$ cat src/rtl/chain_codec_pkg.sv
package chain_codec_pkg;

    localparam int WORD_W   = 16;
    localparam int HOP_W    = 3;
    localparam int SEL_W    = 3;
    localparam int VAL_W    = 8;
    localparam int LEN_W    = 3;
    localparam int MODE_BIT = 7;
    localparam int CNT_W    = $clog2(WORD_W + 1);
    localparam int GRP_W    = LEN_W + 1;

    typedef struct packed {
        logic               is_ctl;
        logic [HOP_W-1:0]   hop;
        logic               spare;
        logic [SEL_W-1:0]   sel;
        logic [VAL_W-1:0]   val;
    } ctl_word_t;

    typedef enum logic [SEL_W-1:0] {
        SEL_A = 3'd0,
        SEL_B = 3'd1,
        SEL_C = 3'd2
    } reg_sel_e;

    typedef enum logic [1:0] {
        TX_IDLE,
        TX_SYNC,
        TX_DATA
    } tx_state_e;

    typedef struct packed {
        logic             wr;
        reg_sel_e         sel;
        logic [VAL_W-1:0] val;
    } reg_wr_t;

    // chain length field: zero stands for the largest group
    function automatic logic [GRP_W-1:0] chain_len(input logic [LEN_W-1:0] f);
        return (f == '0) ? GRP_W'(1 << LEN_W) : GRP_W'(f);
    endfunction

    function automatic ctl_word_t drop_hop(input ctl_word_t w);
        ctl_word_t r;
        r     = w;
        r.hop = w.hop - 1'b1;
        return r;
    endfunction

endpackage

$ cat src/rtl/ccp_rx.sv
module ccp_rx
    import chain_codec_pkg::*;
(
    input  logic              clk,
    input  logic              rst,
    input  logic              frm_in,
    input  logic              bit_in,
    output logic              done,
    output logic [WORD_W-1:0] word
);
    logic [CNT_W-1:0]  left_q;
    logic [WORD_W-1:0] sh_q;

    // word completes on the edge that samples the last bit
    assign done = (left_q == CNT_W'(1));
    assign word = {sh_q[WORD_W-2:0], bit_in};

    always_ff @(posedge clk) begin
        if (rst) begin
            left_q <= '0;
            sh_q   <= '0;
        end else begin
            if (left_q != '0) begin
                sh_q   <= {sh_q[WORD_W-2:0], bit_in};
                left_q <= left_q - 1'b1;
            end
            if (frm_in) begin
                left_q <= CNT_W'(WORD_W);
            end
        end
    end
endmodule

$ cat src/rtl/ccp_router.sv
module ccp_router
    import chain_codec_pkg::*;
(
    input  logic              clk,
    input  logic              rst,
    input  logic              done,
    input  logic [WORD_W-1:0] word,
    input  logic              data_mode,
    input  logic [LEN_W-1:0]  len_field,
    output reg_wr_t           wr,
    output logic              fwd_req,
    output logic [WORD_W-1:0] fwd_word,
    output logic              dac_ld
);
    ctl_word_t        cw;
    logic [GRP_W-1:0] grp_q;
    logic [GRP_W-1:0] grp_n;
    logic [GRP_W-1:0] len_eff;

    assign cw      = ctl_word_t'(word);
    assign len_eff = chain_len(len_field);
    assign grp_n   = grp_q + GRP_W'(1);

    always_comb begin
        wr       = '{wr: 1'b0, sel: SEL_A, val: '0};
        fwd_req  = 1'b0;
        fwd_word = word;
        dac_ld   = 1'b0;
        if (done) begin
            if (data_mode) begin
                if (grp_n == len_eff) dac_ld  = 1'b1;
                else                  fwd_req = 1'b1;
            end else if (cw.is_ctl) begin
                if (cw.hop == '0) begin
                    wr.wr  = (cw.sel <= SEL_W'(SEL_C));
                    wr.sel = reg_sel_e'(cw.sel);
                    wr.val = cw.val;
                end else begin
                    fwd_req  = 1'b1;
                    fwd_word = drop_hop(cw);
                end
            end else begin
                fwd_req = 1'b1;
            end
        end
    end

    always_ff @(posedge clk) begin
        if (rst || !data_mode) begin
            grp_q <= '0;
        end else if (done) begin
            grp_q <= dac_ld ? '0 : grp_n;
        end
    end

    // at most one outcome per received word
    assert_one_outcome_R3: assert property (@(posedge clk) disable iff (rst)
        $onehot0({wr.wr, fwd_req, dac_ld}));

    assert_dac_needs_data_R9: assert property (@(posedge clk) disable iff (rst)
        dac_ld |-> data_mode);

    assert_group_bound_R9: assert property (@(posedge clk) disable iff (rst)
        grp_q < len_eff);

    assert_no_write_in_data_R8: assert property (@(posedge clk) disable iff (rst)
        data_mode |-> !wr.wr);

    // a forwarded control word in program mode carried a non-zero hop count
    assert_fwd_hop_R4: assert property (@(posedge clk) disable iff (rst)
        (fwd_req && !data_mode && cw.is_ctl) |-> (cw.hop != '0));
endmodule

$ cat src/rtl/ccp_regs.sv
module ccp_regs
    import chain_codec_pkg::*;
(
    input  logic             clk,
    input  logic             rst,
    input  reg_wr_t          wr,
    output logic [VAL_W-1:0] reg_a,
    output logic [VAL_W-1:0] reg_b,
    output logic [VAL_W-1:0] reg_c
);
    always_ff @(posedge clk) begin
        if (rst) begin
            reg_a <= '0;
            reg_b <= '0;
            reg_c <= '0;
        end else if (wr.wr) begin
            case (wr.sel)
                SEL_A:   reg_a <= wr.val;
                SEL_B:   reg_b <= wr.val;
                SEL_C:   reg_c <= wr.val;
                default: ;
            endcase
        end
    end

    assert_mode_sticky_R10: assert property (@(posedge clk) disable iff (rst)
        reg_a[MODE_BIT] |=> reg_a[MODE_BIT]);

    assert_b_holds_R7: assert property (@(posedge clk) disable iff (rst)
        !wr.wr |=> $stable(reg_b));
endmodule

$ cat src/rtl/ccp_tx.sv
module ccp_tx
    import chain_codec_pkg::*;
(
    input  logic              clk,
    input  logic              rst,
    input  logic              adc_req,
    input  logic [WORD_W-1:0] adc_word,
    input  logic              fwd_req,
    input  logic [WORD_W-1:0] fwd_word,
    output logic              bit_out,
    output logic              frm_out
);
    tx_state_e         st_q;
    logic [CNT_W-1:0]  left_q;
    logic [WORD_W-1:0] sh_q;
    logic              adc_pv_q, fwd_pv_q;
    logic [WORD_W-1:0] adc_pw_q, fwd_pw_q;
    logic              can_load;

    assign can_load = (st_q == TX_IDLE) || (st_q == TX_DATA && left_q == CNT_W'(1));
    assign frm_out  = (st_q == TX_SYNC);
    assign bit_out  = (st_q == TX_DATA) ? sh_q[WORD_W-1] : 1'b0;

    always_ff @(posedge clk) begin
        if (rst) begin
            st_q     <= TX_IDLE;
            left_q   <= '0;
            sh_q     <= '0;
            adc_pv_q <= 1'b0;
            fwd_pv_q <= 1'b0;
            adc_pw_q <= '0;
            fwd_pw_q <= '0;
        end else begin
            case (st_q)
                TX_SYNC: begin
                    st_q   <= TX_DATA;
                    left_q <= CNT_W'(WORD_W);
                end
                TX_DATA: begin
                    sh_q   <= {sh_q[WORD_W-2:0], 1'b0};
                    left_q <= left_q - 1'b1;
                    if (left_q == CNT_W'(1)) st_q <= TX_IDLE;
                end
                default: ;
            endcase
            // own sample has precedence over a waiting forwarded word
            if (can_load && (adc_pv_q || fwd_pv_q)) begin
                st_q <= TX_SYNC;
                if (adc_pv_q) begin
                    sh_q     <= adc_pw_q;
                    adc_pv_q <= 1'b0;
                end else begin
                    sh_q     <= fwd_pw_q;
                    fwd_pv_q <= 1'b0;
                end
            end
            if (adc_req) begin
                adc_pv_q <= 1'b1;
                adc_pw_q <= adc_word;
            end
            if (fwd_req) begin
                fwd_pv_q <= 1'b1;
                fwd_pw_q <= fwd_word;
            end
        end
    end

    assert_frame_single_R2: assert property (@(posedge clk) disable iff (rst)
        frm_out |=> !frm_out);

    assert_data_after_frame_R2: assert property (@(posedge clk) disable iff (rst)
        frm_out |=> (st_q == TX_DATA && left_q == CNT_W'(WORD_W)));
endmodule

$ cat src/rtl/chain_codec_port.sv
module chain_codec_port
    import chain_codec_pkg::*;
(
    input  logic              clk,
    input  logic              rst,
    input  logic              sample_evt,
    input  logic [WORD_W-1:0] adc_word,
    input  logic              frm_in,
    input  logic              bit_in,
    output logic              bit_out,
    output logic              frm_out,
    output logic [WORD_W-1:0] dac_word,
    output logic              dac_valid,
    output logic [VAL_W-1:0]  cfg_a,
    output logic [VAL_W-1:0]  cfg_b,
    output logic [VAL_W-1:0]  cfg_c
);
    logic              rx_done;
    logic [WORD_W-1:0] rx_word;
    reg_wr_t           wr;
    logic              fwd_req;
    logic [WORD_W-1:0] fwd_word;
    logic              dac_ld;

    ccp_rx u_rx (
        .clk    (clk),
        .rst    (rst),
        .frm_in (frm_in),
        .bit_in (bit_in),
        .done   (rx_done),
        .word   (rx_word)
    );

    ccp_router u_router (
        .clk       (clk),
        .rst       (rst),
        .done      (rx_done),
        .word      (rx_word),
        .data_mode (cfg_a[MODE_BIT]),
        .len_field (cfg_a[LEN_W-1:0]),
        .wr        (wr),
        .fwd_req   (fwd_req),
        .fwd_word  (fwd_word),
        .dac_ld    (dac_ld)
    );

    ccp_regs u_regs (
        .clk   (clk),
        .rst   (rst),
        .wr    (wr),
        .reg_a (cfg_a),
        .reg_b (cfg_b),
        .reg_c (cfg_c)
    );

    ccp_tx u_tx (
        .clk      (clk),
        .rst      (rst),
        .adc_req  (sample_evt),
        .adc_word (adc_word),
        .fwd_req  (fwd_req),
        .fwd_word (fwd_word),
        .bit_out  (bit_out),
        .frm_out  (frm_out)
    );

    always_ff @(posedge clk) begin
        if (rst) begin
            dac_word  <= '0;
            dac_valid <= 1'b0;
        end else begin
            dac_valid <= dac_ld;
            if (dac_ld) dac_word <= rx_word;
        end
    end

    assert_dac_pulse_R9: assert property (@(posedge clk) disable iff (rst)
        dac_valid |=> !dac_valid);
endmodule

$ cat config.mk
export PLATFORM = sky130hd
export DESIGN_NAME = chain_codec_port
export DESIGN_NICKNAME = d
export VERILOG_FILES = /design/src/rtl/chain_codec_pkg.sv /design/src/rtl/ccp_rx.sv /design/src/rtl/ccp_router.sv /design/src/rtl/ccp_regs.sv /design/src/rtl/ccp_tx.sv /design/src/rtl/chain_codec_port.sv
export SDC_FILE = /design/constraint.sdc
export NUM_CORES = 1
export LEC_CHECK = 0
export ABC_AREA = 1
export CORE_ASPECT_RATIO = 1.2
export CORE_MARGIN = 4
export CORE_UTILIZATION = 50
export DETAILED_ROUTE_END_ITERATION = 7
export PLACE_DENSITY_LB_ADDON = 0.12
export RECOVER_POWER = 25
export SLEW_MARGIN = 30
export SYNTH_ARGS = -nofsm -noshare
export SYNTH_HDL_FRONTEND = slang
export SYNTH_SLANG_ARGS = --single-unit
$ cat constraint.sdc
create_clock -name clk -period 2.5 [get_ports clk]
set_input_delay 0.625 -clock clk [delete_from_list [all_inputs] [get_ports clk]]
set_output_delay 0.625 -clock clk [all_outputs]
set_load 0.02 [all_outputs]
======== Word-level counts from Yosys, hierarchy flattened ========
Cells that the tools add are included.
cells by class
  add/subtract/negate cells ............... 4
  order comparisons ....................... 1
  equality and inequality tests ........... 10
  mux-type cells .......................... 33
  reduce and logical (&&, ||, !) cells .... 25
operator list
  operator                                                                          count
  16-bit two-way mux                                                                6
  12-bit two-way mux                                                                4
  1-bit two-way mux                                                                 15
  15-bit two-way mux                                                                1
  2-bit AND reduction                                                               6
  5-bit by 1-bit equality test with 1-bit output, second input constant             2
  5-bit two-way mux                                                                 2
  5-bit one-hot mux with 2 select lines                                             1
  2-bit nonzero test                                                                5
  5-bit by 1-bit subtractor with 5-bit output, second input constant                2
  3-bit zero test                                                                   3
  4-bit two-way mux                                                                 2
  5-bit nonzero test                                                                1
  4-bit by 1-bit adder with 4-bit output, second input constant                     1
  4-bit equality test                                                               1
  2-bit inequality test, second input constant                                      2
  2-bit one-hot mux with 2 select lines                                             1
  2-bit OR reduction                                                                2
  3-bit by 1-bit equality test with 1-bit output, second input constant             1
  3-bit by 2-bit equality test with 1-bit output, second input constant             1
  3-bit by 2-bit less-or-equal comparator with 1-bit output, second input constant  1
  1-bit logical OR                                                                  3
  3-bit inequality test, second input constant                                      1
  3-bit nonzero test                                                                1
  7 further kinds                                                                   8
word-level totals
  bits in registers ....................... 122
  bits of input ports ..................... 21
  output and inout port bits .............. 43
  word-level logic and storage cells ...... 90

======== Logic depth before layout (Yosys ltp) ========
  depth in word-level cells ............... 8
  mapped depth ............................ 11
  mapped depth without buffers ............ 11

======== Modules after synthesis ========
From an unflattened synthesis, not the netlist that was laid out.
second synthesis, totals
  cells, all modules ...................... 904
  area total of the unflattened synthesis .. 6,068.3 µm²
modules (own cells, without submodules)
  module            instances  cells each  area each (µm²)  seq. area each (µm²)
  ccp_tx            1          384         2,622.5          1,141.1
  ccp_rx            1          153         1,038.5          400.4
  ccp_regs          1          148         1,023.5          480.5
  chain_codec_port  1          105         767.0            340.3
  ccp_router        1          114         616.8            80.1

======== Least setup slack after synthesis ========
Ideal clock, no wire load.
  path type ............................... reg-to-output
  from .................................... register u_tx.st_q[0]
  to ...................................... output bit_out
  arrival ................................. 1.208 ns
  data required time ...................... 1.875 ns
  setup slack ............................. 0.667 ns
  cell stages (with the launch flop) ...... 7
  path buffers ............................ 2
  cell sequence ........................... dfxtp_1 > inv_1 > ha_1 > buf_2 > buf_2 > nand2_1 > inv_1
on the way
  cells in the longest elaborated chain, start to end .. 2
ends and longest elaborated chain
  what                    line                    text
  start, declared         ccp_tx.sv:13            tx_state_e st_q;
  start signal, assigned  ccp_tx.sv:26            st_q <= TX_IDLE;
  start signal, assigned  ccp_tx.sv:36            st_q <= TX_DATA;
  start signal, assigned  ccp_tx.sv:42            if (left_q == CNT_W'(1)) st_q <= TX_IDLE;
  2-bit equality test     ccp_tx.sv:22            assign bit_out = (st_q == TX_DATA) ? sh_q[WORD_W-1] : 1'b0;
  1-bit two-way mux       ccp_tx.sv:22
  end, declared           chain_codec_port.sv:10  output logic bit_out,
No other way between the ends.

======== Worst setup path after layout ========
Same ends and word-level chain as after synthesis.

==> metrics.txt <==
# TYPE chip_impl_metric gauge
chip_impl_metric{name="globalRouteOverflowTotal",unit=""} 0
chip_impl_metric{name="drv.max_cap_violation_count",unit=""} 0
chip_impl_metric{name="critical_path.max_stage_delay",unit="ps"} 590
chip_impl_metric{name="sw_frac_of_total",unit=""} 0.266
chip_impl_info{name="setup_repair_after_global_routing_missed_its_margin",value="no"} 1
chip_impl_metric{name="combinationalPowerShare",unit=""} 0.140
chip_impl_metric{name="synth-seq-cells",unit=""} 122
chip_impl_metric{name="pre_repair_dr_iteration_count",unit=""} 5
chip_impl_info{name="yosys_top_cell_by_area",value="sky130_fd_sc_hd__dfxtp_1"} 1
chip_impl_metric{name="clk_skew",unit="ps"} 7.29
chip_impl_metric{name="power_density",unit="nW/um^2"} 848
chip_impl_metric{name="die_width",unit="um"} 103
chip_impl_metric{name="clkPwrFrac",unit=""} 0.452
chip_impl_metric{name="placementRows",unit=""} 41
chip_impl_info{name="worst_path_most_repeated_cell",value="sky130_fd_sc_hd__inv_1"} 1
chip_impl_metric{name="setup_violating_endpoint_count_in_the_final_report",unit=""} 0
chip_impl_metric{name="intPower",unit="mW"} 4.16
chip_impl_metric{name="worstRegToRegCells",unit=""} 9
chip_impl_metric{name="synth_compound_gate_area_share",unit=""} 0.111
chip_impl_metric{name="dpl.hpwl",unit="um"} 8130
chip_impl_metric{name="leakage",unit="nW"} 2.97
chip_impl_metric{name="post-synth-top-area-fraction",unit=""} 0.454
chip_impl_metric{name="syn-mean-instance-area",unit="um^2"} 7.53
chip_impl_metric{name="worst_slew_margin_rel",unit=""} 0.532
chip_impl_info{name="dominant_combinational_cell_family_by_area_after_synthesis",value="simple AND/OR/NAND/NOR gates"} 1
chip_impl_info{name="timing.hold.worst.class",value="flop to flop"} 1
chip_impl_metric{name="synth-adder-area-share",unit=""} 0.0256
chip_impl_metric{name="total_nets_final",unit=""} 804
chip_impl_metric{name="num_io_pins",unit=""} 64
chip_impl_metric{name="power",unit="mW"} 5.67
chip_impl_metric{name="ys_seq_area_frac",unit=""} 0.454
chip_impl_metric{name="route.detailed.wl_per_inst",unit="um"} 13.1
chip_impl_metric{name="post_synth_xor_area_fraction",unit=""} 0.00488
chip_impl_info{name="path_cells",value="inv_1 -> ha_1 -> nand2_1 -> inv_1 -> clkdlybuf4s50_1"} 1
chip_impl_metric{name="synth_simple_gate_area_frac",unit=""} 0.254
chip_impl_metric{name="chipHeight",unit="um"} 122
chip_impl_metric{name="setup_total_negative_slack",unit="ps"} 0
chip_impl_metric{name="timing.hold.worst_path_depth",unit=""} 2
chip_impl_metric{name="synthDistinctLibCells",unit=""} 30
chip_impl_metric{name="grt_max_degree",unit=""} 46
chip_impl_metric{name="routed_wl",unit="um"} 12000
chip_impl_metric{name="clkSinkCount",unit=""} 122
chip_impl_metric{name="grt.total_usage",unit=""} 0.203
chip_impl_metric{name="routed-via-count",unit=""} 4534
chip_impl_metric{name="clk_latency",unit="ps"} 410
chip_impl_metric{name="timing.hold.ws",unit="ps"} 471
chip_impl_info{name="final_common_cell",value="sky130_fd_sc_hd__nand2_1"} 1
chip_impl_metric{name="seq_cell_area",unit="um^2"} 2440
chip_impl_metric{name="initial_antenna_violation_count",unit=""} 0
chip_impl_metric{name="vias_per_cell",unit=""} 4.96
chip_impl_metric{name="period_share",unit=""} 0.932
chip_impl_info{name="path_class",value="flop to output pin"} 1
chip_impl_info{name="critical_path.slowest_cell",value="sky130_fd_sc_hd__clkdlybuf4s50_1"} 1
chip_impl_info{name="worst_setup_path_end_kind",value="output pin"} 1
chip_impl_metric{name="timing_hold_violations_final",unit=""} 0
chip_impl_metric{name="area_delta_synth_final",unit="%"} 24.3
chip_impl_metric{name="drt-initial-drc-count",unit=""} 168
chip_impl_metric{name="first_global_vias",unit=""} 4335
chip_impl_metric{name="floorplan.core_area",unit="um^2"} 10500
chip_impl_metric{name="synthesis.yosys.warnings",unit=""} 0
chip_impl_metric{name="clk_transition_reported_paths",unit="ps"} 50
chip_impl_info{name="run_status",value="complete, no violations"} 1
chip_impl_metric{name="slew_viol_final",unit=""} 0
chip_impl_metric{name="multiInputGateArea",unit="um^2"} 2440
chip_impl_metric{name="max-vdd-ir-drop",unit="mV"} 0.388
chip_impl_metric{name="ctsHtreeMaxLevel",unit=""} 4
chip_impl_info{name="tritoncts",value="yes"} 1
chip_impl_metric{name="numPortBuffers",unit=""} 63
chip_impl_metric{name="critPathMaxFanout",unit=""} 3
chip_impl_metric{name="achievable_freq",unit="GHz"} 0.429
chip_impl_metric{name="gp_congestion",unit=""} 0.816
chip_impl_metric{name="timing.critical_path.required",unit="ps"} 1880
chip_impl_metric{name="tritoncts.num_buffers",unit=""} 17
chip_impl_metric{name="synthesis.area",unit="um^2"} 5380
chip_impl_metric{name="post_layout_min_period",unit="ps"} 2330
chip_impl_metric{name="synthCells",unit=""} 715
chip_impl_metric{name="overall_die_area",unit="um^2"} 12500
chip_impl_metric{name="p_switching",unit="mW"} 1.51
chip_impl_metric{name="n_antenna_cell",unit=""} 0
chip_impl_metric{name="synth.area.mux_share",unit=""} 0.0572
chip_impl_metric{name="wire_length_of_the_first_global_routing_pass",unit="um"} 20100
chip_impl_metric{name="drcViolationCount",unit=""} 0
chip_impl_info{name="ctsRootBufferMaster",value="sky130_fd_sc_hd__clkbuf_16"} 1
chip_impl_info{name="mostFrequentLayoutCells",value="sky130_fd_sc_hd__nand2_1, sky130_fd_sc_hd__nor2_1, sky130_fd_sc_hd__dfxtp_1"} 1
chip_impl_metric{name="worst-endpoint-arrival",unit="ps"} 1700
chip_impl_metric{name="cts.path.max_buffers",unit=""} 2
chip_impl_metric{name="drive_gt1_frac",unit=""} 0.0841
chip_impl_metric{name="timing_worst_slew_pin_value",unit="ps"} 702
chip_impl_info{name="critical_path.startpoint_type",value="flop"} 1
chip_impl_metric{name="ant_nets",unit=""} 0
chip_impl_metric{name="power_frac_seq",unit=""} 0.408
chip_impl_metric{name="initial_core_util",unit=""} 0.512
chip_impl_metric{name="synth_nets",unit=""} 747
chip_impl_info{name="post_synth_main_area_contributors",value="sky130_fd_sc_hd__dfxtp_1, sky130_fd_sc_hd__nand2_1, sky130_fd_sc_hd__nor2_1"} 1
chip_impl_metric{name="layout.filler_cells",unit=""} 937
## power by group through the flow
stage | clock [mW] | combinational [mW] | sequential [mW]
after detailed placement | 0 | 0.787 | 2.36
after global placement | 0 | 0.758 | 2.35
after CTS | 2.60 | 0.800 | 2.32
after floorplan | 0 | 0.623 | 2.29
after global routing | 2.69 | 0.917 | 2.34
final | 2.56 | 0.794 | 2.32
## final timing paths
kind,start,end,slack [ps]
worst max-delay path,u_tx.st_q[0],bit_out,170
worst min-delay path,dac_word[5],dac_word[5],470
worst max register to register,u_tx.st_q[0],u_tx.sh_q[6],370
worst min register to register,dac_word[5],dac_word[5],470
## state kept, by name, indices dropped and copies added, names as in the netlist
register and cells:
u_tx.adc_pw_q 16, u_tx.left_q 5, u_regs.reg_b 8, u_regs.reg_c 8
dac_valid 1, u_tx.fwd_pv_q 1, u_regs.reg_a 8, u_rx.left_q 5
u_tx.sh_q 16, dac_word 16, u_router.grp_q 4, u_tx.st_q 2
u_tx.fwd_pw_q 16, u_tx.adc_pv_q 1, u_rx.sh_q 15
## what timing repair did
item                                    4_1_cts  5_1_grt
endpoints found under the hold margin         0        0
hold buffers                                  0        0
resized for setup                             0        1
endpoints found under the setup margin        0        1
setup buffers                                 0        0
## through the flow
step	cells	setup WS [ps]	utilization	instance area (um^2)
CTS	914	139	0.636	6690
finish	914	171	0.636	6690
global route	914	79.4	0.636	6690
global placement	882	295	0.577	6060
detailed placement	882	240	0.577	6060
floorplan	715	667	-	5380
## critical path: cells and delay by family, from the launching register on
kind	cells	cell delay, ps
adders and majority gates	1	200
DFF	1	320
and+or+nand+nor	1	70
buffers and inverters	3	720
## layer usage
metal | global-route usage | up-vias | routed length [um]
li1 | - | 2393 | -
met1 | 0.266 | 2040 | 5640
met2 | 0.325 | 87 | 5830
met3 | 0.0607 | 14 | 360
met4 | 0.0591 | 0 | 153
met5 | 0 | - | 0
## cell usage after synthesis (all sizes together)
library cell / number
or2: 3
ha: 11
xor2: 1
nor3: 5
dfxtp: 122
o31ai: 1
a21oi: 59
o21ai: 56
clkinv: 1
clkbuf: 21
inv: 73
a211oi: 1
a22oi: 1
and3: 1
xnor2: 2
mux2i: 15
nand3: 41
nand4: 6
nor2: 127
buf: 16
mux2: 14
nand2: 137
nand3b: 1
## final cells by class
| type | instances | area share |
|---|---|---|
| multi-input cells | 482 | 0.365 |
| clock inverters | 12 | 0.0256 |
| inverters | 74 | 0.0415 |
| well taps | 129 | 0.0241 |
| repair buffers | 75 | 0.111 |
| clock buffers | 20 | 0.0683 |
| flip-flops and latches | 122 | 0.365 |
## cell families after synthesis
| group | after synthesis |
|---|---|
| and+or+nand+nor | 321 |
| DFF | 122 |
| adders and majority gates | 11 |
| xor gates and xnor gates | 3 |
| AOI/OAI and AO/OA | 118 |
| buffers and inverters | 111 |
| muxes | 29 |
Note: power is estimated with default switching activity, not from simulation.
